<file path="config.mk">
export PLATFORM = sky130hd
export DESIGN_NAME = tern_row_elim
export DESIGN_NICKNAME = d
export VERILOG_FILES = /design/src/rtl/tern_elim_pkg.sv /design/src/rtl/tern_word_elim.sv /design/src/rtl/tern_row_scan.sv /design/src/rtl/tern_row_elim.sv
export SDC_FILE = /design/constraint.sdc
export NUM_CORES = 1
export LEC_CHECK = 0
export ABC_AREA = 1
export ABC_CLOCK_PERIOD_IN_PS = 9300
export BUFFER_PORTS_ARGS = -buffer_cell sky130_fd_sc_hd__clkbuf_2
export CORE_MARGIN = 10
export CORE_UTILIZATION = 60
export DETAILED_ROUTE_END_ITERATION = 8
export GPL_TIMING_DRIVEN = 0
export PLACE_DENSITY = 0.79
export SYNTH_ARGS = -nofsm -noshare
export SYNTH_HDL_FRONTEND = slang
export SYNTH_SLANG_ARGS = --single-unit
</file>
<file path="constraint.sdc">
create_clock -name clk -period 9.3 [get_ports clk]
set_clock_uncertainty 0.1 [all_clocks]
set_input_delay 1.86 -clock clk [delete_from_list [all_inputs] [get_ports clk]]
set_output_delay 1.86 -clock clk [all_outputs]
set_load 0.01 [all_outputs]
</file>
<file path="src/rtl/tern_elim_pkg.sv">
package tern_elim_pkg;

    localparam int BEAT_W    = 32;
    localparam int ADDR_WORD = 64;
    localparam int LANES     = ADDR_WORD / 2;

    typedef enum logic [2:0] {
        ST_IDLE,
        ST_LOAD,
        ST_ELIM,
        ST_FLUSH,
        ST_FIN
    } elim_state_t;

    // Returns {overflow, lane result}. Scaling by the entry is done with
    // add/subtract selection only.
    function automatic logic [2:0] lane_elim(input logic [1:0] x,
                                             input logic [1:0] a,
                                             input logic [1:0] p);
        logic signed [4:0] sx;
        logic signed [4:0] sp;
        logic signed [4:0] r;
        logic              ovf;
        sx = {{3{x[1]}}, x};
        sp = {{3{p[1]}}, p};
        unique case (a)
            2'b00:   r = sx;
            2'b01:   r = sx - sp;
            2'b11:   r = sx + sp;
            default: r = sx + sp + sp;
        endcase
        ovf = (r > 5'sd1) || (r < -5'sd1);
        return {ovf, r[1:0]};
    endfunction

endpackage

</file>
<file path="src/rtl/tern_word_elim.sv">
module tern_word_elim
    import tern_elim_pkg::*;
#(
    parameter int NLANES = LANES
) (
    input  logic [2*NLANES-1:0] row_w,
    input  logic [2*NLANES-1:0] piv_w,
    input  logic [1:0]          coef,
    output logic [2*NLANES-1:0] res_w,
    output logic                ovf
);

    logic [NLANES-1:0] lane_ovf;

    for (genvar g = 0; g < NLANES; g++) begin : g_lane
        assign {lane_ovf[g], res_w[2*g +: 2]} =
            lane_elim(row_w[2*g +: 2], coef, piv_w[2*g +: 2]);
    end

    assign ovf = |lane_ovf;

endmodule

</file>
<file path="src/rtl/tern_row_scan.sv">
module tern_row_scan #(
    parameter int ROWS = 8,
    parameter int RW   = $clog2(ROWS)
) (
    input  logic [ROWS-1:0] elig,
    input  logic [RW:0]     from,
    output logic [RW:0]     next
);

    localparam int NW = RW + 1;

    // Lowest eligible row at or above 'from'; ROWS when there is none.
    always_comb begin
        next = NW'(ROWS);
        for (int r = ROWS - 1; r >= 0; r--) begin
            if (elig[r] && (NW'(r) >= from)) begin
                next = NW'(r);
            end
        end
    end

endmodule

</file>
<file path="src/rtl/tern_row_elim.sv">
module tern_row_elim
    import tern_elim_pkg::*;
#(
    parameter int ROWS          = 8,
    parameter int ADDRS_PER_ROW = 2
) (
    input  logic                                  clk,
    input  logic                                  rst_n,
    input  logic                                  start,
    input  logic [$clog2(ROWS)-1:0]               pivot_row,
    input  logic [2*ROWS-1:0]                     col_vals,
    output logic                                  rd_en,
    output logic [$clog2(ROWS*ADDRS_PER_ROW)-1:0] rd_addr,
    input  logic                                  rd_valid,
    input  logic [31:0]                           rd_data,
    output logic                                  wr_en,
    output logic [$clog2(ROWS*ADDRS_PER_ROW)-1:0] wr_addr,
    output logic [63:0]                           wr_data,
    output logic                                  done,
    output logic                                  err
);

    localparam int RW     = $clog2(ROWS);
    localparam int NW     = RW + 1;
    localparam int AW     = $clog2(ROWS * ADDRS_PER_ROW);
    localparam int AIW    = (ADDRS_PER_ROW > 1) ? $clog2(ADDRS_PER_ROW) : 1;
    localparam logic [AIW-1:0] A_LAST = AIW'(ADDRS_PER_ROW - 1);
    localparam logic [NW-1:0]  NONE   = NW'(ROWS);

    elim_state_t state_q, state_d;

    logic [RW-1:0]       piv_q;
    logic [2*ROWS-1:0]   coef_q;
    logic [ROWS-1:0]     elig;
    logic [NW-1:0]       iss_row, ret_row, iss_next, ret_next, iss_from, issue_row;
    logic [AIW-1:0]      iss_a, ret_a;
    logic                iss_end, iss_gap, beat;
    logic [BEAT_W-1:0]   lo_q;
    logic [ADDR_WORD-1:0] pbuf [ADDRS_PER_ROW];
    logic [1:0]          cur_coef;
    logic [ADDR_WORD-1:0] elim_res;
    logic                elim_ovf;
    logic                active, ret_hi, load_last, elim_last;

    // Eligible rows: nonzero entry and not the pivot row.
    always_comb begin
        for (int r = 0; r < ROWS; r++) begin
            elig[r] = (coef_q[2*r +: 2] != 2'b00) && (RW'(r) != piv_q);
        end
    end

    assign iss_from  = (state_q == ST_ELIM) ? iss_row + NW'(1) : '0;
    assign issue_row = (state_q == ST_LOAD) ? {1'b0, piv_q} : iss_row;

    tern_row_scan #(.ROWS(ROWS), .RW(RW)) u_iss_scan (
        .elig (elig),
        .from (iss_from),
        .next (iss_next)
    );

    tern_row_scan #(.ROWS(ROWS), .RW(RW)) u_ret_scan (
        .elig (elig),
        .from (ret_row + NW'(1)),
        .next (ret_next)
    );

    assign cur_coef = coef_q[2*int'(ret_row[RW-1:0]) +: 2];

    tern_word_elim #(.NLANES(LANES)) u_word (
        .row_w (({rd_data, lo_q})),
        .piv_w (pbuf[ret_a]),
        .coef  (cur_coef),
        .res_w (elim_res),
        .ovf   (elim_ovf)
    );

    assign active    = (state_q == ST_LOAD) || (state_q == ST_ELIM);
    assign ret_hi    = rd_valid && beat;
    assign load_last = (state_q == ST_LOAD) && ret_hi && (ret_a == A_LAST);
    assign elim_last = (state_q == ST_ELIM) && ret_hi && (ret_a == A_LAST)
                       && (ret_next == NONE);

    // Next-state logic
    always_comb begin
        state_d = state_q;
        unique case (state_q)
            ST_IDLE:  if (start) state_d = ST_LOAD;
            ST_LOAD:  if (load_last) state_d = (iss_next == NONE) ? ST_FIN : ST_ELIM;
            ST_ELIM:  if (elim_last) state_d = ST_FLUSH;
            ST_FLUSH: state_d = ST_FIN;
            ST_FIN:   state_d = ST_IDLE;
            default:  state_d = ST_IDLE;
        endcase
    end

    // State register
    always_ff @(posedge clk or negedge rst_n) begin
        if (!rst_n) state_q <= ST_IDLE;
        else        state_q <= state_d;
    end

    // Outputs decoded from state
    always_comb begin
        done = (state_q == ST_FIN);
    end

    // Issue / return datapath
    always_ff @(posedge clk or negedge rst_n) begin
        if (!rst_n) begin
            piv_q   <= '0;
            coef_q  <= '0;
            iss_row <= '0;
            ret_row <= '0;
            iss_a   <= '0;
            ret_a   <= '0;
            iss_end <= 1'b0;
            iss_gap <= 1'b0;
            beat    <= 1'b0;
            rd_en   <= 1'b0;
            rd_addr <= '0;
            wr_en   <= 1'b0;
            wr_addr <= '0;
            wr_data <= '0;
            err     <= 1'b0;
        end else begin
            rd_en <= 1'b0;
            wr_en <= 1'b0;

            if (state_q == ST_IDLE && start) begin
                piv_q   <= pivot_row;
                coef_q  <= col_vals;
                err     <= 1'b0;
                iss_a   <= '0;
                ret_a   <= '0;
                iss_end <= 1'b0;
                beat    <= 1'b0;
            end

            // Read issue: one request every other cycle, no wait for data.
            if (active && !iss_end && !iss_gap) begin
                rd_en   <= 1'b1;
                rd_addr <= AW'(int'(issue_row) * ADDRS_PER_ROW + int'(iss_a));
                iss_gap <= 1'b1;
                if (iss_a == A_LAST) begin
                    iss_a <= '0;
                    if (state_q == ST_LOAD) begin
                        iss_end <= 1'b1;
                    end else begin
                        iss_row <= iss_next;
                        if (iss_next == NONE) iss_end <= 1'b1;
                    end
                end else begin
                    iss_a <= iss_a + AIW'(1);
                end
            end else begin
                iss_gap <= 1'b0;
            end

            // Data return: two beats per address.
            if (active && rd_valid) begin
                if (!beat) begin
                    beat <= 1'b1;
                end else begin
                    beat <= 1'b0;
                    if (state_q == ST_ELIM) begin
                        wr_en   <= 1'b1;
                        wr_addr <= AW'(int'(ret_row) * ADDRS_PER_ROW + int'(ret_a));
                        wr_data <= elim_res;
                        err     <= err | elim_ovf;
                    end
                    if (ret_a == A_LAST) begin
                        ret_a <= '0;
                        if (state_q == ST_ELIM) ret_row <= ret_next;
                    end else begin
                        ret_a <= ret_a + AIW'(1);
                    end
                end
            end

            // Pivot row buffered: arm both cursors on the first eligible row.
            if (load_last && iss_next != NONE) begin
                iss_row <= iss_next;
                ret_row <= iss_next;
                iss_a   <= '0;
                ret_a   <= '0;
                iss_end <= 1'b0;
                iss_gap <= 1'b0;
            end
        end
    end

    // Beat holding register and pivot row buffer (no reset needed)
    always_ff @(posedge clk) begin
        if (rd_valid && !beat) lo_q <= rd_data;
        if (state_q == ST_LOAD && rd_valid && beat) pbuf[ret_a] <= {rd_data, lo_q};
    end

endmodule

</file>
=== Yosys cells after proc, flatten, opt, wreduce, memory -nomap -nowiden ===
Memories as Yosys holds them, arrays and structs flattened.
Cells that the tools add are included.

* Output and inout port bits: 76
* Memory bits (writable): 128
* Memories: 1
* Bits of input ports: 55
* Flip-flop bits (word level): 142
* Logic and storage cells: 412

* Reduce and logical (&&, ||, !) cells: 98
* $add $sub $neg: 102
* Bitwise operators: 1
* $lt $le $gt $ge: 80
* Muxes and demuxes: 92
* Shift-type cells: 1
* Equal/unequal tests: 20

{| class="wikitable"
|+ Memory list
! memory !! words !! bits a word !! rd ports !! clocked after Yosys merged registers in !! wr ports !! line !! text
|-
| pbuf || 2 || 64 || 1 || 0 || 1 || tern_row_elim.sv:39 || <nowiki>logic [ADDR_WORD-1:0] pbuf [ADDRS_PER_ROW];</nowiki>
|}

{| class="wikitable"
|+ Operators with widths
! kind !! count
|-
| case mux 5 bit (3 select lines) || 32
|-
| > comparator 5 x 2 -> 1 bit, second input constant || 32
|-
| less-than comparator 5 x 1 -> 1 bit, second input constant || 32
|-
| adder 3 x 2 -> 4 bit || 32
|-
| 2-to-1 mux 4 bit || 26
|-
| adder 2 x 2 -> 3 bit || 32
|-
| subtractor 2 x 2 -> 3 bit || 32
|-
| logical AND 1 bit || 38
|-
| logical OR 1 bit || 33
|-
| >= comparator 3 x 4 -> 1 bit, first input constant || 8
|-
| OR reduction 32 bit || 1
|-
| nonzero test 2 bit || 15
|-
| 2-to-1 mux 1 bit || 28
|-
| >= comparator 1 x 4 -> 1 bit, first input constant || 4
|-
| >= comparator 2 x 4 -> 1 bit, first input constant || 4
|-
| variable part select 16 x 5 -> 2 bit || 1
|-
| 2-to-1 mux 3 bit || 5
|-
| != test 3 bit, first input constant || 4
|-
| case mux 3 bit (4 select lines) || 1
|-
| AND reduction 3 bit || 3
|-
| adder 4 x 1 -> 4 bit || 2
|-
| adder 4 x 1 -> 4 bit, second input constant || 2
|-
| equality test 4 bit, second input constant || 2
|-
| != test 2 bit, second input constant || 4
|-
| 15 further kinds || 21
|}

=== Longest topological paths before layout ===
* Word-level depth: 18
* Mapped depth: 23
* Gate-level depth less buffers: 22

=== Cells and area by module ===
A second synthesis with hierarchy kept.

* Cells, all modules: 2703
* Area, all modules: 20726.1 um^2

{| class="wikitable"
|+ Modules (own cells, without submodules)
! module !! area each (um^2) !! times used !! sequential area each (um^2) !! cells an instance
|-
| tern_row_elim || 10272.4 || 1 || 7557.2 || 906
|-
| tern_word_elim || 10073.4 || 1 || 0.0 || 1717
|-
| tern_row_scan || 190.2 || 2 || 0.0 || 40
|}

=== Worst setup path before layout ===
Ideal clock, no wire load.

* Kind: in2reg
* From: in rd_valid
* To: reg ret_row[2]
* Buffers on the path: 0
* Arrival time: 7461 ps
* Library setup time: 129 ps
* Data required time: 9071 ps
* Stages on the path: 7
* Slack: 1611 ps
* Cell sequence: nand2_1 > nor3_1 > o21ai_2 > nand2_1 > nand4_1 > inv_2 > o21ai_0

* Longest elaborated chain between the ends: 6
* Elaborated cells on any way between the ends: 11
* Classes of those cells: mux (1); reduce/logical (10)

{| class="wikitable"
|+ Ends and longest elaborated chain
! element !! line !! text
|-
| from (decl) || tern_row_elim.sv:14 || <nowiki>input logic rd_valid,</nowiki>
|-
| logical AND 1 bit || tern_row_elim.sv:78 || <nowiki>assign ret_hi = rd_valid && beat;</nowiki>
|-
| logical AND 1 bit (2 in a row) || tern_row_elim.sv:79 || <nowiki>assign load_last = (state_q == ST_LOAD) && ret_hi && (ret_a == A_LAST);</nowiki>
|-
| logical AND 1 bit || tern_row_elim.sv:181 || <nowiki>if (load_last && iss_next != NONE) begin</nowiki>
|-
| nonzero test 2 bit (no source line) || n/a ||
|-
| AND reduction 4 bit (no source line) || n/a ||
|-
| to (signal assigned) || tern_row_elim.sv:173 || <nowiki>if (state_q == ST_ELIM) ret_row <= ret_next;</nowiki>
|-
| to (signal assigned) || tern_row_elim.sv:183 || <nowiki>ret_row <= iss_next;</nowiki>
|-
| to (decl) || tern_row_elim.sv:35 || <nowiki>logic [NW-1:0] iss_row, ret_row, iss_next, ret_next, iss_from, issue_row;</nowiki>
|}

Parallel ways exist; a longest one is shown, timed or not.
A chain may end at the register's enable or synchronous reset.

=== Worst setup path after layout ===
* From: reg ret_a
* To: reg err

* Longest elaborated chain between the ends: 11
* Elaborated cells on any way between the ends: 230
* Classes of those cells: add/sub (96); order compare (64); mux (35); bitwise (1); reduce/logical (33); memory (1)

{| class="wikitable"
|+ Ends and longest elaborated chain
! element !! line !! text
|-
| from (decl) || tern_row_elim.sv:36 || <nowiki>logic [AIW-1:0] iss_a, ret_a;</nowiki>
|-
| from (signal assigned) || tern_row_elim.sv:175 || <nowiki>ret_a <= ret_a + AIW'(1);</nowiki>
|-
| memory read (2 x 64 bit) (*) || n/a ||
|-
| adder 2 x 2 -> 3 bit || tern_elim_pkg.sv:29, tern_elim_pkg.sv:30 ||
|-
| adder 3 x 2 -> 4 bit || tern_elim_pkg.sv:30 || <nowiki>default: r = sx + sp + sp;</nowiki>
|-
| case mux 5 bit (3 select lines) || tern_elim_pkg.sv:26 || <nowiki>unique case (a)</nowiki>
|-
| > comparator 5 x 2 -> 1 bit / less-than comparator 5 x 1 -> 1 bit (equally long branches) || tern_elim_pkg.sv:32 || <nowiki>ovf = (r > 5'sd1) || (r < -5'sd1);</nowiki>
|-
| logical OR 1 bit || tern_elim_pkg.sv:32 ||
|-
| OR reduction 32 bit (*) || tern_word_elim.sv:20 || <nowiki>assign ovf = |lane_ovf;</nowiki>
|-
| OR 1 bit (*) || tern_row_elim.sv:169 || <nowiki>err <= err | elim_ovf;</nowiki>
|-
| 2-to-1 mux 1 bit (*) || tern_row_elim.sv:165 || <nowiki>if (state_q == ST_ELIM) begin</nowiki>
|-
| 2-to-1 mux 1 bit (*) || tern_row_elim.sv:161 || <nowiki>if (!beat) begin</nowiki>
|-
| 2-to-1 mux 1 bit (*) || tern_row_elim.sv:160 || <nowiki>if (active && rd_valid) begin</nowiki>
|-
| to (signal assigned) || tern_row_elim.sv:169 ||
|-
| to (decl) || tern_row_elim.sv:20 || <nowiki>output logic err</nowiki>
|}

Mark *: on every way between the ends. The rest lies on a longest branch, timed or not.

==> summary.md <==
| Metric | Value |
|---|---|
| Post-synth EDFFs | 160 |
| GR Overflow Total | 0 |
| CP max-delay cell | clkbuf_1 |
| Root Driver | clkbuf_16 |
| Die Wd | between 200 and 250 um |
| First-pass DRT Iterations | 8 |
| Clk_lat worst skew | around 580 ps |
| Setup ws final | between 3000 and 4000 ps |
| Vias/cell | 5.91 |
| Most frequent CP cell | nor2_1 |
| CP endpoint kind | flip-flop |
| Num rows | 66 |
| Synth unique cells | 48 |
| DP Worst Slack | 3260 ps |
| Post-route antenna net violation count | 0 |
| DR DRC count | 0 |
| Syn_area_per_cell | between 8 and 9 um^2 |
| N_diodes | 0 |
| Critical Path AT | 6650 ps |
| Final Critical Period | about 6300 ps |
| Critical path, cell by cell | clkinv_1 > clkbuf_1 > clkbuf_1 > clkbuf_1 > or2_2 > o21ai_0 > fa_1 > ha_1 > a211o_1 > nand2_1 > o21ai_0 > nor2_1 > nor2_1 > nor2_1 > nand2_1 > nand2_1 > nand2_1 > nor2_1 > nand3_1 > nor2_1 > nor2_1 |
| GR Util All Layers | a little under a third |
| Synthesized flop and latch total | 270 |
| Max H-tree Level | 1 |
| Input/output buffers | 130 |
| CTS Sinks | 270 |
| Final period util | about two thirds |
| Total of max-cap violations | 0 |
| Final hold viol count | 0 |
| CP max stage delay | around 860 ps |
| I/O pin count | ~130 |
| Setup bufs post-CTS | 0 |
| Number of buffers created by CTS | 30 |
| Number of gates resized after CTS | 0 |
| Synthesized net count | ~2700 |
| Util after Layout | between 60 and 70% |
| Crit path max fanout | 10 |
| Post-synth ARST share | 40.7% |
| Initial core utilization | around three fifths |
| Reg clk slew, reported paths | about 70 ps |
| Die Height | roughly 200 um |
| Via count | between 15000 and 20000 |
| Initial antenna violation count | 1 |
| Die ar. | slightly above 40000 um^2 |
| Status | finished clean |
| Largest net degree at the start of global routing | 62 |
| Detailed router's first-iteration violation count | 1929 |
| Startpoint Class | flip-flop |
| WS Path Type | flip-flop to flip-flop |
| Vias in the first global route | between 15000 and 20000 |
| Detailed-route wire length per cell | ~22 um |
| Post-synthesis cell area | just under 20000 um^2 |
| Post-Syn Instances | about 2400 |
| CTS tree | built |
| Worst slew margin | a little over a fifth |
| Synth Flop Type | edfxtp_1 |
| Clk buf depth | 3 |
| Worst hold path class | flip-flop to flip-flop |
| Final hold slack | 369 ps |
| Least-Margin Pin Slew | approximately 1200 ps |
| Synth-to-Final Area Change | 12.7% |
| Final wirelength | 65.3 mm |
| Fmax achieved | around 0.16 GHz |
| Final setup vio count | 0 |
| Final #Nets | 2844 |
| Post-DP HPWL | between 40 and 50 mm |
| Slew Limit Fails | 0 |
| Worst path required time | approximately 9700 ps |
| Routability cong. | slightly below 1 |
| Setup TNS | 0 ps |
| Layout cell share with drive strength beyond 1 | approximately an eighth |
| Hold-fix buffers, CTS | 0 |
| Sequential share of the synthesized area | between 30% and 40% |
| RSZ-0062 raised after global routing | no |
| First-pass GRT wire length | between 90 and 100 mm |
| Synth warnings | 0 |
| Core area | roughly 33000 um^2 |
==> cell usage after synthesis, types with 11 or more instances <==
| master | number | area [um^2] |
|---|---|---|
| buf_2 | 23 | 115 |
| buf_6 | 11 | 124 |
| buf_4 | 11 | 82.6 |
| a21oi_1 | 24 | 120 |
| or2_2 | 33 | 206 |
| o211ai_1 | 25 | 188 |
| nand2_1 | 652 | 2450 |
| xnor2_1 | 25 | 219 |
| fa_1 | 91 | 1820 |
| clkbuf_1 | 32 | 120 |
| dfrtp_1 | 110 | 2750 |
| ha_1 | 165 | 2060 |
| nand4_1 | 43 | 269 |
| nor2_1 | 206 | 773 |
| edfxtp_1 | 160 | 4800 |
| xor2_1 | 43 | 377 |
| nand3_1 | 190 | 951 |
| o21ai_0 | 135 | 676 |
| inv_1 | 272 | 1020 |
| o22ai_1 | 11 | 68.8 |
==> layout by cell type, fill, tap and decap left out, types with 7 or more instances in the layout <==
cell / n
nand2_1: 652
clkbuf_1: 36
o21ai_1: 10
inv_2: 7
o22ai_1: 11
nand3_1: 190
a211o_1: 10
fa_1: 91
clkbuf_16: 32
a21oi_1: 24
o21ai_0: 135
or2_2: 33
nand4_1: 43
inv_1: 272
xor2_1: 43
o211ai_1: 25
dfrtp_1: 110
buf_4: 11
buf_2: 23
nor2_1: 205
ha_1: 165
clkbuf_2: 129
xnor2_1: 25
buf_6: 23
edfxtp_1: 160
o21a_1: 9
nand3b_1: 8
==> area by class of cell <==
type | instances | area (um^2)
Multi-Input combinational cell | 1726 | 10800
Fill cell | 2616 | 10200
Sequential cell | 270 | 7560
Inverter | 281 | 1050
Clock buffer | 39 | 857
Timing Repair Buffer | 145 | 857
Tap cell | 442 | 553
Buffer | 79 | 460
Clock inverter | 17 | 246
==> per-layer routing <==
metal | vias up | wire (um) | global-route usage, %
li1 | 8013 | - | -
met1 | 8441 | 24700 | 38.4
met2 | 1020 | 29500 | 50.5
met4 | 0 | 4340 | 17.7
met3 | 261 | 6780 | 6.48
met5 | - | 0 | 0
==> critical path, delay by kind of cell (launching register included) <==
| kind | cells | cell delay [ps] |
|---|---|---|
| buffers and inverters | 4 | 2650 |
| AND/OR/NAND/NOR | 12 | 1460 |
| adder cells (fa/ha/maj) | 2 | 960 |
| AO/OA/AOI/OAI | 3 | 570 |
| flip-flops | 1 | 410 |
==> cell families (layout without fill, tap and decap cells) <==
group	count (synthesis)	count (layout)	share of synthesized area, %
compound gates	238	238	6.87
xor+xnor	68	68	3.00
fa+ha+maj	256	256	19.5
buf+inv	360	561	7.62
flops	270	270	38.0
mux	2	2	0.101
simple gates	1162	1162	24.8
==> sequential cells by signal, summed over array words and instances (netlist names) <==
register,cells
beat,1
coef_q,16
err,1
iss_a,1
iss_end,1
iss_gap,1
iss_row,4
lo_q,32
pbuf,128
piv_q,3
rd_addr,4
rd_en,1
ret_a,1
ret_row,4
state_q,3
wr_addr,4
wr_data,64
wr_en,1
==> through the flow <==
| stage | cells | area (um^2) |
|---|---|---|
| after floorplan | 2356 | 19900 |
| after global placement | 2928 | 21100 |
| after detailed placement | 2943 | 21300 |
| after CTS | 2999 | 22400 |
| after global routing | 2999 | 22400 |
| final | 2999 | 22400 |
==> path summary, 6_finish.rpt <==
| path | from | end | slack [ps] | cells after the start |
|---|---|---|---|---|
| setup / recovery | ret_a | err | 3030 | 21 |
| hold / removal | wr_addr[0] | wr_addr[0] | 370 | 2 |
| setup reg to reg | ret_a | err | 3030 | 21 |
| hold reg to reg | wr_addr[0] | wr_addr[0] | 370 | 2 |
| max in group asynchronous | rst_n | wr_data[34] | 7260 | 2 |
| min in group asynchronous | rst_n | wr_data[45] | 1160 | 1 |
Power is not shown: default switching activity piles up to over one toggle a cycle in this logic, so the estimate is an artifact.
